**src/rtl/enc_angle_pkg.sv**
```systemverilog
package enc_angle_pkg;

    localparam int unsigned ANG_W = 32;

    typedef logic [ANG_W-1:0] word_t;

    typedef enum logic [1:0] {
        WRAP_NONE = 2'd0,
        WRAP_UP   = 2'd1,
        WRAP_DOWN = 2'd2
    } wrap_e;

    typedef struct packed {
        word_t idx;
        word_t off;
        wrap_e dir;
    } track_t;

    // Decide which way the offset has to move for a raw difference.
    function automatic wrap_e classify(input word_t raw, input word_t prd);
        if (raw[ANG_W-1])
            return WRAP_DOWN;
        else if (raw >= prd)
            return WRAP_UP;
        else
            return WRAP_NONE;
    endfunction

endpackage

```
**src/rtl/enc_cfg_regs.sv**
```systemverilog
module enc_cfg_regs
    import enc_angle_pkg::*;
#(
    parameter word_t DEF_PRD = word_t'(1000),
    parameter word_t DEF_RCP = word_t'(4294967)
) (
    input  logic  clk,
    input  logic  rst,
    input  logic  prd_wr,
    input  word_t prd_wdata,
    input  logic  rcp_wr,
    input  word_t rcp_wdata,
    output word_t prd_q,
    output word_t rcp_q
);

    always_ff @(posedge clk) begin
        if (rst) begin
            prd_q <= DEF_PRD;
            rcp_q <= DEF_RCP;
        end else begin
            if (prd_wr) prd_q <= prd_wdata;
            if (rcp_wr) rcp_q <= rcp_wdata;
        end
    end

endmodule

```
**src/rtl/enc_wrap_unit.sv**
```systemverilog
module enc_wrap_unit
    import enc_angle_pkg::*;
(
    input  logic   started,
    input  word_t  enc,
    input  word_t  off_cur,
    input  word_t  prd,
    output track_t res
);

    word_t raw;
    wrap_e dir;

    always_comb begin
        raw = enc - off_cur;
        dir = classify(raw, prd);
        res = '{idx: raw, off: off_cur, dir: WRAP_NONE};
        if (!started) begin
            res.off = enc;
            res.idx = '0;
        end else begin
            res.dir = dir;
            unique case (dir)
                WRAP_UP: begin
                    res.off = off_cur + prd;
                    res.idx = raw - prd;
                end
                WRAP_DOWN: begin
                    res.off = off_cur - prd;
                    res.idx = raw + prd;
                end
                default: ;
            endcase
        end
    end

endmodule

```
**src/rtl/enc_angle_scale.sv**
```systemverilog
module enc_angle_scale
    import enc_angle_pkg::*;
#(
    parameter int unsigned PROD_W = 2 * ANG_W
) (
    input  word_t idx,
    input  word_t rcp,
    output word_t ang
);

    logic [PROD_W-1:0] prod;

    generate
        if (PROD_W > ANG_W) begin : g_wide
            always_comb prod = PROD_W'(idx) * PROD_W'(rcp);
        end else begin : g_narrow
            always_comb prod = idx * rcp;
        end
    endgenerate

    assign ang = prod[ANG_W-1:0];

endmodule

```
**src/rtl/enc_angle_tracker.sv**
```systemverilog
module enc_angle_tracker
    import enc_angle_pkg::*;
#(
    parameter word_t DEF_PRD = word_t'(1000),
    parameter word_t DEF_RCP = word_t'(4294967)
) (
    input  logic        clk,
    input  logic        rst,
    input  logic [31:0] enc_cnt,
    input  logic        upd_stb,
    input  logic        prd_wr,
    input  logic [31:0] prd_wdata,
    input  logic        rcp_wr,
    input  logic [31:0] rcp_wdata,
    output logic [31:0] phase_idx,
    output logic [31:0] offset,
    output logic [31:0] angle,
    output logic        out_vld
);

    word_t  prd_q;
    word_t  rcp_q;
    logic   started;
    track_t nxt;
    word_t  ang_nxt;

    enc_cfg_regs #(
        .DEF_PRD (DEF_PRD),
        .DEF_RCP (DEF_RCP)
    ) cfg_i (
        .clk       (clk),
        .rst       (rst),
        .prd_wr    (prd_wr),
        .prd_wdata (prd_wdata),
        .rcp_wr    (rcp_wr),
        .rcp_wdata (rcp_wdata),
        .prd_q     (prd_q),
        .rcp_q     (rcp_q)
    );

    enc_wrap_unit wrap_i (
        .started (started),
        .enc     (enc_cnt),
        .off_cur (offset),
        .prd     (prd_q),
        .res     (nxt)
    );

    enc_angle_scale scale_i (
        .idx (nxt.idx),
        .rcp (rcp_q),
        .ang (ang_nxt)
    );

    always_ff @(posedge clk) begin
        if (rst) begin
            started   <= 1'b0;
            phase_idx <= '0;
            offset    <= '0;
            angle     <= '0;
            out_vld   <= 1'b0;
        end else begin
            out_vld <= upd_stb;
            if (upd_stb) begin
                started   <= 1'b1;
                phase_idx <= nxt.idx;
                offset    <= nxt.off;
                angle     <= ang_nxt;
            end
        end
    end

endmodule

```
**config.mk**
```make
export PLATFORM = sky130hd
export DESIGN_NAME = enc_angle_tracker
export DESIGN_NICKNAME = d
export VERILOG_FILES = /design/src/rtl/enc_angle_pkg.sv /design/src/rtl/enc_cfg_regs.sv /design/src/rtl/enc_wrap_unit.sv /design/src/rtl/enc_angle_scale.sv /design/src/rtl/enc_angle_tracker.sv
export SDC_FILE = /design/constraint.sdc
export NUM_CORES = 2
export LEC_CHECK = 0
export BUFFER_PORTS_ARGS = -buffer_cell sky130_fd_sc_hd__buf_4
export CORE_UTILIZATION = 55
export DETAILED_ROUTE_END_ITERATION = 10
export PLACE_DENSITY_LB_ADDON = 0.05
export SETUP_SLACK_MARGIN = 0.2
export SYNTH_ARGS = -nofsm -noshare
export SYNTH_HDL_FRONTEND = slang
export SYNTH_SLANG_ARGS = --single-unit
```
**constraint.sdc**
```tcl
create_clock -name clk -period 43.2 [get_ports clk]
set_clock_uncertainty 0.15 [all_clocks]
set_input_delay 4.32 -clock clk [delete_from_list [all_inputs] [get_ports clk]]
set_output_delay 4.32 -clock clk [all_outputs]
set_load 0.02 [all_outputs]
```
* Yosys cells after proc, flatten, opt, wreduce, memory -nomap -nowiden *
Index checks and enable logic that the tools add are counted.

storage, ports and cells
  bits in registers = 162
  latch bits = 0
  memory bits (writable) = 0
  memory bits (read-only) = 0
  memories kept = 0

cells by class
  $add $sub $neg = 5
  $mul = 1
  div/mod/pow operators = 0
  order comparisons = 1
  equal/unequal tests = 3
  shift operators = 0
  muxes and demuxes = 4
  bitwise gates (word level) = 0
  reductions and logical operators = 1

operators with widths
  cell                  count
  $pmux W64 S2          1
  $sub A32 B32 Y32      3
  $add A32 B32 Y32      2
  $mux W64              1
  $ge A32 B32 Y1        1
  $mul A32 B32 Y32      1
  $ne A3 B1 Y1 const B  1
  $eq A2 B1 Y1 const B  1
  $eq A2 B2 Y1 const B  1
  $mux W2               1
  $reduce_and A2 Y1     1
  $mux W1               1

* Longest topological paths before layout *
  depth in word-level cells = 8
  gate-level depth with buffers = 58
  gate-level depth less buffers = 54

* Hierarchy *
Synthesis repeated with hierarchy kept, for this count alone.

unflattened totals
  cell total of the unflattened synthesis = 3,544
  area total of the unflattened synthesis = 30,153.9 um^2

modules (own cells, without submodules)
  module             times used  cells an instance  area each (um^2)  seq. area each (um^2)
  enc_angle_scale    1           1,718              15,850.2          0.0
  enc_wrap_unit      1           1,304              8,535.7           0.0
  enc_angle_tracker  1           315                3,445.8           1,961.9
  enc_cfg_regs       1           207                2,322.2           1,281.2

* Worst setup path after synthesis *
OpenSTA, ideal clock, no wires.

  path type = input port to flip-flop
  start = input port enc_cnt[0]
  end = register angle[31]
  setup time = 0.079 ns
  data arrival time = 16.348 ns
  required time = 42.971 ns
  setup slack = 26.623 ns
  stages = 53
  buffers on the path = 5
  path through = inv_1 > ha_1 > inv_1 > fa_1 > a21o_1 > a31oi_1 > o221ai_1 > a31o_2 > a211o_1 > a31o_2 > a211oi_1 > o21ai_0 > a31oi_1 > xnor2_1 > ha_1 > nand2b_1 > nor4_1 > o21ai_1 > [17 not listed] > inv_1 > fa_1 > fa_1 > fa_1 > fa_1 > xnor2_1 > xnor2_1 > xnor2_1 > xnor2_1 > xnor2_1 > xnor2_1 > xnor3_1 > xnor3_1 > xnor2_1 > xnor2_1 > xor2_1 > xnor3_1 > a211oi_2

between the ends
  longest elaborated chain between the ends = 8
  elaborated cells between the ends (all ways) = 11
  classes of those cells = add/sub (3); mul (1); order compare (1); eq/ne (2); mux (4)

RTL lines
  item                                                 line                     source
  from (decl)                                          enc_angle_tracker.sv:9   input logic [31:0] enc_cnt,
  $sub A32 B32 Y32 (*)                                 enc_wrap_unit.sv:15      raw = enc - off_cur;
  $ge A32 B32 Y1                                       enc_angle_pkg.sv:23      else if (raw >= prd)
  $mux W1                                              enc_angle_pkg.sv:23
  $mux W2                                              enc_angle_pkg.sv:21      if (raw[ANG_W-1])
  $eq A2 B2 Y1 / $eq A2 B1 Y1 (equally long branches)  enc_wrap_unit.sv:23      unique case (dir)
  $pmux W64 S2 (*)                                     enc_wrap_unit.sv:23
  $mux W64 (*)                                         enc_wrap_unit.sv:18      if (!started) begin
  $mul A32 B32 Y32 (*)                                 enc_angle_scale.sv:15    always_comb prod = PROD_W'(idx) * PROD_W'(rcp);
  to (signal assigned)                                 enc_angle_tracker.sv:68  angle <= ang_nxt;
  to (decl)                                            enc_angle_tracker.sv:17  output logic [31:0] angle,

Every way passes the cells marked *; elsewhere a longest branch is shown, timed or not.
A chain may end at the register's enable or synchronous reset.

* Worst setup path after layout *
Same ends and word-level chain as after synthesis.

==> impl_results.html <==
<table>
<tr><th>Metric</th><th>Value</th></tr>
<tr><th colspan="2">Outcome</th></tr>
<tr><td>Outcome</td><td>finished with violations</td></tr>
<tr><td>Violations in the final reports</td><td>design-rule violations</td></tr>
<tr><th colspan="2">Setup path</th></tr>
<tr><td>Max FO, Critical Path</td><td>25</td></tr>
<tr><td>Arrival time reported for the critical path endpoint</td><td>18850 ps</td></tr>
<tr><td>Most frequent cell on the critical path</td><td>sky130_fd_sc_hd__inv_1</td></tr>
<tr><td>Crit-path max cell delay</td><td>910 ps</td></tr>
<tr><td>Data required time at the worst endpoint</td><td>43470 ps</td></tr>
<tr><td>Max stage delay cell, worst path</td><td>sky130_fd_sc_hd__o311ai_0</td></tr>
<tr><td>Critical path capture point type</td><td>flop</td></tr>
<tr><td>Startpoint Class</td><td>input port</td></tr>
<tr><td>Start-to-end type of the worst setup path</td><td>in -&gt; reg</td></tr>
<tr><th colspan="2">Routing</th></tr>
<tr><td>WL/cell</td><td>21.15 um</td></tr>
<tr><td>WL final</td><td>91840 um</td></tr>
<tr><td>Vias per Instance</td><td>5.837</td></tr>
<tr><td>Number of iterations in the first detailed-routing pass</td><td>9</td></tr>
<tr><td>Initial DRC count</td><td>1553</td></tr>
<tr><td>Post-detailed-route DRC marker count</td><td>2</td></tr>
<tr><td>Via count</td><td>25348</td></tr>
<tr><td>Number of routed nets with antenna violations</td><td>0</td></tr>
<tr><th colspan="2">Timing</th></tr>
<tr><td>Final sum of negative setup slack</td><td>0 ps</td></tr>
<tr><td>Final count of pins violating max slew</td><td>0</td></tr>
<tr><td>Relative max-transition margin</td><td>0.2024</td></tr>
<tr><td>Hold Vio Cnt, Final</td><td>0</td></tr>
<tr><td>Transition time of the tightest slew-check pin</td><td>1195 ps</td></tr>
<tr><td>Peak clock frequency supported by timing</td><td>53.82 MHz</td></tr>
<tr><td>Setup-violating endpoint count in the final report</td><td>0</td></tr>
<tr><td>Fraction of the cycle the final worst path needs</td><td>0.4301</td></tr>
<tr><td>Final period demand of the worst path</td><td>18580 ps</td></tr>
<tr><td>Unrepaired setup endpoints after global routing</td><td>no</td></tr>
<tr><td>Worst setup slack after layout</td><td>24620 ps</td></tr>
<tr><th colspan="2">Synthesis</th></tr>
<tr><td>Synth top area share</td><td>0.2781</td></tr>
<tr><td>Mapped Avg Cell Area</td><td>8.331 um^2</td></tr>
<tr><td>Most used standard cell by instance count after synthesis</td><td>sky130_fd_sc_hd__inv_1</td></tr>
<tr><td>Top flip-flop cell by instance count after synthesis</td><td>sky130_fd_sc_hd__dfxtp_1</td></tr>
<tr><td>Post-synthesis sequential area ratio</td><td>0.1093</td></tr>
<tr><td>Number of enable flip-flop cells after synthesis</td><td>0</td></tr>
<tr><td>Largest area contributor in the synthesized netlist</td><td>sky130_fd_sc_hd__fa_1</td></tr>
<tr><td>Most common library cells after synthesis</td><td>628 x sky130_fd_sc_hd__inv_1, 412 x sky130_fd_sc_hd__fa_1, 323 x sky130_fd_sc_hd__nand2_1</td></tr>
<tr><td>Library cells used by synthesis</td><td>84</td></tr>
<tr><td>Synthesized instance count</td><td>3560</td></tr>
<tr><td>Mapped Nets</td><td>4322</td></tr>
<tr><td>Register bit total from synthesis</td><td>162</td></tr>
<tr><td>Synth top area cells</td><td>sky130_fd_sc_hd__fa_1 28%, sky130_fd_sc_hd__dfxtp_1 11%, sky130_fd_sc_hd__ha_1 11%</td></tr>
<tr><td>Mapped cell area</td><td>0.02966 mm^2</td></tr>
<tr><td>Number of synthesis warnings</td><td>0</td></tr>
<tr><td>Fraction of registers with async set or reset after synthesis</td><td>0</td></tr>
<tr><th colspan="2">Floorplan</th></tr>
<tr><td>Placeable Area</td><td>0.05297 mm^2</td></tr>
<tr><td>Die Ht</td><td>234.2 um</td></tr>
<tr><td>Number of I/O pins</td><td>198</td></tr>
<tr><td>Effective utilization at floorplan</td><td>0.5599</td></tr>
<tr><td>Die outline area</td><td>0.05486 mm^2</td></tr>
<tr><td>Std-Cell Rows</td><td>84</td></tr>
<tr><td>Horizontal die dimension</td><td>234.2 um</td></tr>
<tr><th colspan="2">Global routing</th></tr>
<tr><td>Antenna violations before repair</td><td>1</td></tr>
<tr><td>Residual overflow from global routing</td><td>0</td></tr>
<tr><td>First-pass GRT wire length</td><td>144100 um</td></tr>
<tr><td>Pin count of the biggest net entering global routing</td><td>89</td></tr>
<tr><td>Via count of the first global-routing pass</td><td>26470</td></tr>
<tr><td>GRT Overall Usage</td><td>0.3453</td></tr>
<tr><th colspan="2">Clock network</th></tr>
<tr><td>Clock latency at the later pin of the worst-skew pair</td><td>500 ps</td></tr>
<tr><td>CTS tree</td><td>done</td></tr>
<tr><td>Sink count of the clock tree</td><td>162</td></tr>
<tr><td>Maximum level of the CTS H-tree</td><td>4</td></tr>
<tr><td>Maximum clock insertion buffer count</td><td>2</td></tr>
<tr><td>Buffer cell driving the clock tree root</td><td>sky130_fd_sc_hd__clkbuf_16</td></tr>
<tr><td>Setup fix buffers added after clock tree synthesis</td><td>0</td></tr>
<tr><td>Post-cts gate resize count</td><td>0</td></tr>
<tr><td>Clock slew seen by the registers of the worst setup and hold paths</td><td>70 ps</td></tr>
<tr><td>TritonCTS Buffers</td><td>17</td></tr>
<tr><td>Post-CTS Hold Buffers</td><td>0</td></tr>
<tr><th colspan="2">Final layout</th></tr>
<tr><td>Antenna diode count</td><td>0</td></tr>
<tr><td>Fraction of final layout cells with drive strength greater than 1</td><td>0.08700</td></tr>
<tr><td>Area Overhead vs Synth</td><td>8.859%</td></tr>
<tr><td>Final #Nets</td><td>4404</td></tr>
<tr><th colspan="2">Min path</th></tr>
<tr><td>Hold Crit Class</td><td>reg -&gt; reg</td></tr>
<tr><th colspan="2">Placed design</th></tr>
<tr><td>Place WS</td><td>24360 ps</td></tr>
<tr><td>Number of I/O port buffers</td><td>197</td></tr>
<tr><td>DP HPWL</td><td>70750 um</td></tr>
<tr><td>Final estimated routing congestion in global placement</td><td>0.9596</td></tr>
<tr><th colspan="2">Job</th></tr>
<tr><td>Max cap viols</td><td>0</td></tr>
</table>
-- worst max-delay path, delay by kind of cell --
kind            cells  cell delay, ps
fa+ha+maj          12            4690
buf+inv             9             500
simple gates        5            1790
compound gates     22            6500
xor+xnor            4            1010
-- metal layers --
layer  GRT usage  routed length (um)
met1      0.4268               37860
met2      0.5953               44900
met3     0.04548                4851
met4      0.1617                4224
met5           0                  13
-- logic make-up after synthesis --
| group | after synthesis | synth area share |
|---|---|---|
| AO/OA/AOI/OAI | 581 | 0.1340 |
| flip-flops | 162 | 0.1093 |
| multiplexers | 123 | 0.04155 |
| adder cells (fa/ha/maj) | 661 | 0.3831 |
| AND/OR/NAND/NOR | 1057 | 0.1740 |
| XOR/XNOR | 164 | 0.05362 |
| buffers and inverters | 812 | 0.1044 |
-- cell type report --
cell class                 count  area [um^2]
clock buffer                  22        454.2
clock inverter                10        148.9
fill                        4774        20680
inverter                     632         2372
multi-input combinational   2586        23380
sequential                   162         3247
tap                          688        860.8
timing repair buffer         243         1824
-- flip-flops by register name, indices dropped and copies added, names as in the netlist --
register / flops
angle: 32
cfg_i.prd_q: 32
cfg_i.rcp_q: 32
offset: 32
phase_idx: 32
out_vld: 1
started: 1
-- placed cells by master (no fill, tap or decap), types with 33 or more instances in the layout --
cell	n
sky130_fd_sc_hd__a21o_1	42
sky130_fd_sc_hd__a21oi_1	141
sky130_fd_sc_hd__and2_1	233
sky130_fd_sc_hd__and3_1	64
sky130_fd_sc_hd__buf_4	243
sky130_fd_sc_hd__dfxtp_1	161
sky130_fd_sc_hd__fa_1	412
sky130_fd_sc_hd__ha_1	249
sky130_fd_sc_hd__inv_1	628
sky130_fd_sc_hd__mux2i_1	121
sky130_fd_sc_hd__nand2_1	323
sky130_fd_sc_hd__nand3_1	35
sky130_fd_sc_hd__nor2_1	240
sky130_fd_sc_hd__nor3_1	40
sky130_fd_sc_hd__o21ai_0	106
sky130_fd_sc_hd__xnor2_1	120
sky130_fd_sc_hd__xor2_1	33
-- path summary, 6_finish.rpt --
check                          from  cells past startpoint  slack [ps]                endpoint
max reg2reg  offset[4]$_SDFFE_PP0P_                     49       28120  angle[31]$_SDFFE_PP0P_
max                      enc_cnt[0]                     52       24620  angle[31]$_SDFFE_PP0P_
min           angle[0]$_SDFFE_PP0P_                      2         330   angle[0]$_SDFFE_PP0P_
min reg2reg   angle[0]$_SDFFE_PP0P_                      2         330   angle[0]$_SDFFE_PP0P_
-- stage by stage --
stage / std cells / util / area, um^2 / hold WS, ps
floorplan: 3560 / - / 29660 / 301.6
global placement: 4311 / 0.5981 / 31680 / 315.8
detailed placement: 4311 / 0.5981 / 31680 / 319.5
CTS: 4343 / 0.6095 / 32290 / 332.4
global route: 4343 / 0.6095 / 32290 / 362.4
finish: 4343 / 0.6095 / 32290 / 328.7
Power is not shown: default switching activity piles up to over one toggle a cycle in this logic, so the estimate is an artifact.
